`src/rtl/ssio_pkg.sv`:
```
`timescale 1ns/1ps
package ssio_pkg;
  localparam int unsigned MODE_W = 3;
  localparam logic [MODE_W-1:0] MODE_SYNC = 3'b001;

  // Word formatting applied between the parallel word and the wire order
  typedef struct packed {
    logic msb_first;
    logic invert;
  } ssio_fmt_t;
endpackage

```
`src/rtl/ssio_order.sv`:
```
`timescale 1ns/1ps
// Maps a word to or from wire order: optional reversal, then optional complement.
// Both steps commute, so the same unit serves the transmit and the receive path.
module ssio_order
  import ssio_pkg::*;
#(
  parameter int unsigned W = 8
) (
  input  logic [W-1:0] d_i,
  input  ssio_fmt_t    fmt_i,
  output logic [W-1:0] d_o
);
  logic [W-1:0] rev;

  for (genvar g = 0; g < W; g++) begin : g_rev
    assign rev[g] = d_i[W-1-g];
  end

  assign d_o = (fmt_i.msb_first ? rev : d_i) ^ {W{fmt_i.invert}};
endmodule

```
`src/rtl/ssio_halfclk.sv`:
```
`timescale 1ns/1ps
// Half-period timer: pulses tick_o on the last system cycle of each half period.
module ssio_halfclk #(
  parameter int unsigned DIV_W = 8
) (
  input  logic             clk,
  input  logic             rst_n,
  input  logic             run_i,
  input  logic [DIV_W-1:0] div_i,
  output logic             tick_o
);
  logic [DIV_W-1:0] cnt;

  assign tick_o = run_i && (cnt == div_i);

  always_ff @(posedge clk or negedge rst_n) begin
    if (!rst_n) begin
      cnt <= '0;
    end else if (!run_i || tick_o) begin
      cnt <= '0;
    end else begin
      cnt <= cnt + 1'b1;
    end
  end
endmodule

```
`src/rtl/ssio_tx.sv`:
```
`timescale 1ns/1ps
// One-entry transmit buffer plus shift register holding the word in wire order.
module ssio_tx
  import ssio_pkg::*;
#(
  parameter int unsigned W = 8
) (
  input  logic         clk,
  input  logic         rst_n,
  input  logic         clr_i,
  input  ssio_fmt_t    fmt_i,
  input  logic         tx_valid_i,
  input  logic [W-1:0] tx_data_i,
  output logic         tx_ready_o,
  output logic         full_o,
  input  logic         load_i,
  input  logic         shift_i,
  output logic         bit_o
);
  logic [W-1:0] buf_q;
  logic [W-1:0] sr_q;
  logic [W-1:0] wire_word;
  logic         full_q;

  ssio_order #(.W(W)) u_ord (
    .d_i  (buf_q),
    .fmt_i(fmt_i),
    .d_o  (wire_word)
  );

  assign tx_ready_o = !clr_i && !full_q;
  assign full_o     = full_q;
  assign bit_o      = sr_q[0];

  always_ff @(posedge clk or negedge rst_n) begin
    if (!rst_n) begin
      buf_q  <= '0;
      sr_q   <= '0;
      full_q <= 1'b0;
    end else if (clr_i) begin
      full_q <= 1'b0;
    end else begin
      if (load_i) begin
        sr_q   <= wire_word;
        full_q <= 1'b0;
      end else if (tx_valid_i && !full_q) begin
        buf_q  <= tx_data_i;
        full_q <= 1'b1;
      end
      if (shift_i) begin
        sr_q <= sr_q >> 1;
      end
    end
  end
endmodule

```
`src/rtl/ssio_rx.sv`:
```
`timescale 1ns/1ps
// Receive shifter, one-entry holding register and sticky overrun flag.
module ssio_rx
  import ssio_pkg::*;
#(
  parameter int unsigned W = 8
) (
  input  logic         clk,
  input  logic         rst_n,
  input  logic         clr_i,
  input  ssio_fmt_t    fmt_i,
  input  logic         rx_en_i,
  input  logic         sample_i,
  input  logic         last_i,
  input  logic         sdi_i,
  input  logic         rx_ready_i,
  output logic         rx_valid_o,
  output logic [W-1:0] rx_data_o,
  output logic         overrun_o
);
  logic [W-1:0] sr_q;
  logic [W-1:0] wire_word;
  logic [W-1:0] word;
  logic         valid_q;
  logic         ovr_q;

  // First wire bit ends up in bit 0 after W samples
  assign wire_word = {sdi_i, sr_q[W-1:1]};

  ssio_order #(.W(W)) u_ord (
    .d_i  (wire_word),
    .fmt_i(fmt_i),
    .d_o  (word)
  );

  always_ff @(posedge clk or negedge rst_n) begin
    if (!rst_n) begin
      sr_q      <= '0;
      rx_data_o <= '0;
      valid_q   <= 1'b0;
      ovr_q     <= 1'b0;
    end else if (clr_i) begin
      valid_q <= 1'b0;
      ovr_q   <= 1'b0;
    end else begin
      if (sample_i) begin
        sr_q <= wire_word;
      end
      if (last_i && rx_en_i) begin
        rx_data_o <= word;
        valid_q   <= 1'b1;
        if (valid_q && !rx_ready_i) begin
          ovr_q <= 1'b1;
        end
      end else if (valid_q && rx_ready_i) begin
        valid_q <= 1'b0;
      end
    end
  end

  assign rx_valid_o = valid_q;
  assign overrun_o  = ovr_q;
endmodule

```
`src/rtl/sync_serial_xcvr.sv`:
```
`timescale 1ns/1ps
module sync_serial_xcvr
  import ssio_pkg::*;
#(
  parameter int unsigned DATA_W = 8,
  parameter int unsigned DIV_W  = 8
) (
  input  logic              clk,
  input  logic              rst_n,
  input  logic [MODE_W-1:0] mode_i,
  input  logic              tx_en_i,
  input  logic              rx_en_i,
  input  logic              clk_pol_i,
  input  logic              msb_first_i,
  input  logic              invert_i,
  input  logic [DIV_W-1:0]  div_i,
  input  logic              tx_valid_i,
  input  logic [DATA_W-1:0] tx_data_i,
  output logic              tx_ready_o,
  output logic              tx_empty_o,
  output logic              rx_valid_o,
  output logic [DATA_W-1:0] rx_data_o,
  input  logic              rx_ready_i,
  output logic              overrun_o,
  output logic              sck_o,
  output logic              sdo_o,
  input  logic              sdi_i
);
  localparam int unsigned PH_N = 2 * DATA_W;
  localparam int unsigned PH_W = $clog2(PH_N);
  localparam logic [PH_W-1:0] PH_END  = PH_W'(PH_N - 1);
  localparam logic [PH_W-1:0] PH_LAST = PH_W'(PH_N - 2);

  ssio_fmt_t       fmt;
  logic            en;
  logic            busy;
  logic [PH_W-1:0] ph;
  logic            tick;
  logic            tx_full;
  logic            tx_bit;
  logic            start;
  logic            sample;
  logic            last_sample;
  logic            shift;

  assign fmt.msb_first = msb_first_i;
  assign fmt.invert    = invert_i;
  assign en            = (mode_i == MODE_SYNC);

  assign start       = en && !busy && tx_en_i && tx_full;
  assign sample      = tick && !ph[0];
  assign last_sample = sample && (ph == PH_LAST);
  assign shift       = tick && ph[0] && (ph != PH_END);

  // Frame sequencer: even phases sit at the launch level, odd at the sample level
  always_ff @(posedge clk or negedge rst_n) begin
    if (!rst_n) begin
      busy <= 1'b0;
      ph   <= '0;
    end else if (!en) begin
      busy <= 1'b0;
      ph   <= '0;
    end else if (start) begin
      busy <= 1'b1;
      ph   <= '0;
    end else if (tick) begin
      ph <= ph + 1'b1;
      if (ph == PH_END) begin
        busy <= 1'b0;
      end
    end
  end

  ssio_halfclk #(.DIV_W(DIV_W)) u_halfclk (
    .clk   (clk),
    .rst_n (rst_n),
    .run_i (busy),
    .div_i (div_i),
    .tick_o(tick)
  );

  ssio_tx #(.W(DATA_W)) u_tx (
    .clk       (clk),
    .rst_n     (rst_n),
    .clr_i     (!en),
    .fmt_i     (fmt),
    .tx_valid_i(tx_valid_i),
    .tx_data_i (tx_data_i),
    .tx_ready_o(tx_ready_o),
    .full_o    (tx_full),
    .load_i    (start),
    .shift_i   (shift),
    .bit_o     (tx_bit)
  );

  ssio_rx #(.W(DATA_W)) u_rx (
    .clk       (clk),
    .rst_n     (rst_n),
    .clr_i     (!en),
    .fmt_i     (fmt),
    .rx_en_i   (rx_en_i),
    .sample_i  (sample),
    .last_i    (last_sample),
    .sdi_i     (sdi_i),
    .rx_ready_i(rx_ready_i),
    .rx_valid_o(rx_valid_o),
    .rx_data_o (rx_data_o),
    .overrun_o (overrun_o)
  );

  assign tx_empty_o = !tx_full;
  assign sck_o      = busy ? (ph[0] ^ clk_pol_i) : ~clk_pol_i;
  assign sdo_o      = busy ? tx_bit : 1'b1;
endmodule

```
`config.mk`:
```
export PLATFORM = sky130hd
export DESIGN_NAME = sync_serial_xcvr
export DESIGN_NICKNAME = d
export VERILOG_FILES = /design/src/rtl/ssio_pkg.sv /design/src/rtl/ssio_order.sv /design/src/rtl/ssio_halfclk.sv /design/src/rtl/ssio_tx.sv /design/src/rtl/ssio_rx.sv /design/src/rtl/sync_serial_xcvr.sv
export SDC_FILE = /design/constraint.sdc
export NUM_CORES = 1
export LEC_CHECK = 0
export ABC_AREA = 0
export BUFFER_PORTS_ARGS = -buffer_cell sky130_fd_sc_hd__buf_4
export CAP_MARGIN = 15
export CORE_MARGIN = 4
export CORE_UTILIZATION = 55
export CTS_CLUSTER_SIZE = 10
export DETAILED_ROUTE_END_ITERATION = 8
export PLACE_DENSITY_LB_ADDON = 0.08
export SLEW_MARGIN = 5
export SYNTH_ARGS = -nofsm -noshare
export SYNTH_HDL_FRONTEND = slang
export SYNTH_SLANG_ARGS = --single-unit
export TNS_END_PERCENT = 100
```
`constraint.sdc`:
```
create_clock -name clk -period 6.2 [get_ports clk]
set_clock_uncertainty 0.1 [all_clocks]
set_input_delay 0.31 -clock clk [delete_from_list [all_inputs] [get_ports clk]]
set_output_delay 0.31 -clock clk [all_outputs]
set_load 0.02 [all_outputs]
```
==> results by group <==
Floorplan
  • Core Footprint: 4140 um^2
  • Total die area: ~5500 um^2
  • IO Count: 43
  • Site Rows: 23
  • Starting density of the core: 58.5%
  • Die width: 74.4 um
  • Vertical die dimension: 74.4 um

Final layout
  • Post-route cell area: roughly 2900 um^2
  • Synthesis-to-layout area growth: 18.4%
  • Layout net count: 282
  • Filler Cells Inserted: around 340
  • Final antenna diode count: 0
  • Fraction of final layout cells sized beyond drive strength 1: 28.0%

Yosys
  • Syn Area/Cell: 11.6 um^2
  • Mapped Nets: roughly 240
  • Yosys warning total: 0
  • Post-synthesis cell area: between 2000 and 2500 um^2
  • Cells taking the most area after synthesis: sky130_fd_sc_hd__dfrtp_1 (48%), sky130_fd_sc_hd__xor2_1 (7.9%), sky130_fd_sc_hd__mux2i_1 (6.6%), sky130_fd_sc_hd__mux2_1 (6.0%), sky130_fd_sc_hd__mux2_2 (4.6%)
  • Count of unique library cells instantiated by Yosys: 33
  • Ys flop type: sky130_fd_sc_hd__dfrtp_1
  • Instance count of the mapped netlist: 209
  • Proportion of synthesized chip area in sequential cells: about half
  • Post-synthesis sequential element count: 47
  • Synth cell count leaders: sky130_fd_sc_hd__dfrtp_1 (47), sky130_fd_sc_hd__xor2_1 (22), sky130_fd_sc_hd__nor2_1 (18), sky130_fd_sc_hd__mux2i_1 (16)
  • Leading area contributor after synthesis: sky130_fd_sc_hd__dfrtp_1
  • Library cell with the highest instance count after synthesis: sky130_fd_sc_hd__dfrtp_1
  • Top-area cell type share of the netlist area: 48.5%
  • Share of async-settable or async-resettable flops after synthesis: 100%
  • Number of enable flip-flop cells after synthesis: 0

Routing
  • Number of vias in the routed layout: between 1500 and 2000
  • Average wire length per cell after detail routing: 15.1 um
  • Antenna violation net count after detailed routing: 0
  • Post-detailed-route via-to-cell ratio: 5.55
  • 1st-iter DRT viols: 55
  • DRT Wirelength: 4.54 mm
  • Pre-Repair DR Iteration Count: 4
  • Number of remaining DRC errors: 0

Clock network
  • Clock Sink Count: 47
  • Clock latency at the later pin of the worst-skew pair: 0.30 ns
  • Max clock buf depth: 2
  • Clock tree from TritonCTS: built
  • # H-tree levels: 2
  • Clock Pin Slew Worst Setup and Hold Paths: 0.08 ns
  • CTS buffer count: 5
  • Clock root buffer: sky130_fd_sc_hd__clkbuf_8
  • Post-CTS resize count: 0

STA
  • Number of hold violations in the final report: 0
  • Maximum achievable frequency: 419 MHz
  • Unrepaired setup endpoints after global routing: false
  • Minimum clock period after layout: 2.39 ns
  • Final worst slack: between 3 and 4 ns
  • Setup-violating endpoint count in the final report: 0
  • Setup Total Neg Slack: 0 ns
  • Worst slew margin: 37.4%
  • Worst hold slack after final layout: about 0.13 ns
  • Fin. max-slew vios: 0
  • Slew of the pin with the lowest slew margin: 0.931 ns
  • Share of the clock period used by the worst path after layout: 38.5%

GRT
  • Met1 Resource Use GR: 22.9%
  • Vias in the first global route: 1619
  • Met2 Use GR: 28.6%
  • Largest net degree at the start of global routing: 48
  • Met3 Resource Use GR: 4.32%
  • Congestion Overflow GR: 0
  • Total global routing track utilization: 17.7%
  • Number of antenna violations at the first check in global routing: 0
  • Routing layer with the top usage in global route: met2
  • Wire length of the first global-routing pass: 7.44 mm

Pwr
  • Share of power burned in combinational logic: between 10% and 20%
  • VDD IR max: 0.000160 V
  • Areal power density over the cells: 220 nW/um^2
  • Total power after layout: 0.000633 W
  • Switching share of power: a little under a quarter
  • Share of total power in sequential cells: 53.6%
  • Internal power: 0.000488 W
  • Switching component of the power: around 0.00014 W
  • Pleak: 1.41 nW
  • Share of power burned in the clock network: 34.0%

Outcome
  • Run status: completed

Setup path
  • Largest fanout of any net on the critical path: 8
  • Arrival @ worst endpoint: 2.47 ns
  • Sort of element at the start of the critical path: flip-flop
  • Critical path start-end classification: flip-flop to flip-flop
  • Worst path required time: 6.29 ns
  • Crit path capture type: flip-flop

Hold path
  • Kind of path behind the tightest hold check: input pin to flip-flop

Placement
  • Buffers on Ports: 42
  • Final Wtd Congestion: 0.779
  • Final HPWL DP: 3.31 mm
  • Placement-stage cell area: roughly 2800 um^2
  • Setup slack after placement: 3.80 ns

Run
  • Reported max-cap violation count: 0
[worst paths after layout]
| path | startpoint | end | slack [ns] | cells past startpoint |
|---|---|---|---|---|
| max | u_halfclk.cnt[1]$_DFF_PN0_ | u_rx.rx_data_o[3]$_DFFE_PN0P_ | 3.81 | 5 |
| max in group asynchronous | rst_n | u_rx.overrun_o$_DFFE_PN0P_ | 5.15 | 2 |
| min | tx_data_i[5] | u_tx.buf_q[5]$_DFFE_PN0P_ | 0.13 | 2 |
| min reg2reg | u_rx.overrun_o$_DFFE_PN0P_ | u_rx.overrun_o$_DFFE_PN0P_ | 0.39 | 2 |
| min in group asynchronous | rst_n | u_rx.rx_data_o[2]$_DFFE_PN0P_ | 0.45 | 2 |
| max reg2reg | u_halfclk.cnt[1]$_DFF_PN0_ | u_rx.rx_data_o[3]$_DFFE_PN0P_ | 3.81 | 5 |
[kinds of logic (layout without fill, tap and decap cells)]
kind of cell	count (synthesis)	after routing	synth area share, %
and+or+nand+nor	58	58	12.4
DFF	47	47	48.5
AOI/OAI and AO/OA	17	17	6.03
xor gates and xnor gates	33	33	11.9
adders and majority gates	3	3	1.55
buffers and inverters	12	53	2.32
muxes	39	39	17.3
[cell usage in the layout, fill, tap and decap left out, types with 5 or more instances in the layout]
cell                       synthesis  layout
sky130_fd_sc_hd__buf_4             2      42
sky130_fd_sc_hd__clkbuf_8          0       5
sky130_fd_sc_hd__dfrtp_1          47      47
sky130_fd_sc_hd__mux2_1           13      13
sky130_fd_sc_hd__mux2_2           10      10
sky130_fd_sc_hd__mux2i_1          16      16
sky130_fd_sc_hd__nand2_1          13      13
sky130_fd_sc_hd__nand3_1           7       7
sky130_fd_sc_hd__nor2_1           18      18
sky130_fd_sc_hd__o221a_2           7       7
sky130_fd_sc_hd__xnor2_1          11      11
sky130_fd_sc_hd__xor2_1           22      22
[power by group through the flow]
| stage | clock network [W] | registers (W) | logic (W) |
|---|---|---|---|
| after global routing | 0.000231 | 0.000342 | 0.0000880 |
| after floorplan | 0 | 0.000340 | 0.0000526 |
| after detailed placement | 0 | 0.000345 | 0.0000793 |
| after CTS | 0.000221 | 0.000339 | 0.0000803 |
| after global placement | 0 | 0.000344 | 0.0000783 |
| final | 0.000215 | 0.000339 | 0.0000787 |
[through the flow]
| stage | instances | utilization [%] |
|---|---|---|
| 6_report | 300 | 69.3 |
| 5_1_grt | 300 | 69.3 |
| 4_1_cts | 300 | 69.3 |
| 3_5_place_dp | 292 | 66.6 |
| 3_3_place_gp | 292 | 66.6 |
| 2_1_floorplan | 209 | - |
[area by class of cell]
| cell class | instances | area (um^2) | share of cell area (%) |
|---|---|---|---|
| Multi-Input combinational cell | 150 | 1190 | 41.6 |
| Sequential cell | 47 | 1180 | 41.0 |
| Timing Repair Buffer | 43 | 325 | 11.3 |
| Clock buffer | 6 | 72.6 | 2.53 |
| Tap cell | 50 | 62.6 | 2.18 |
| Clock inverter | 1 | 30.0 | 1.05 |
| Inverter | 3 | 11.3 | 0.392 |
[timing repair]
item,in CTS,in global routing
hold buffers,1,0
setup buffers,0,0
endpoints found under the hold margin,47,0
[critical path, cell delays in order (launching register included)]
cell,delay (ns)
sky130_fd_sc_hd__dfrtp_1,0.43
sky130_fd_sc_hd__xor2_1,0.18
sky130_fd_sc_hd__nor4_2,0.39
sky130_fd_sc_hd__and2_1,0.31
sky130_fd_sc_hd__and4_1,0.48
sky130_fd_sc_hd__mux2_1,0.37
[routing by layer]
layer	vias up	wire, um
met5	-	0
met4	0	98
met3	10	206
met2	29	2220
met1	819	2020
li1	807	-
[state kept, by name (all words and copies together) (netlist names)]
signal	cells
u_halfclk.cnt	8
ph	4
u_rx.rx_data_o	8
u_tx.buf_q	8
u_tx.sr_q	8
u_rx.rx_valid_o	1
u_rx.overrun_o	1
u_tx.full_o	1
u_rx.sr_q	7
busy	1
Power figures use the tool's default switching activity.
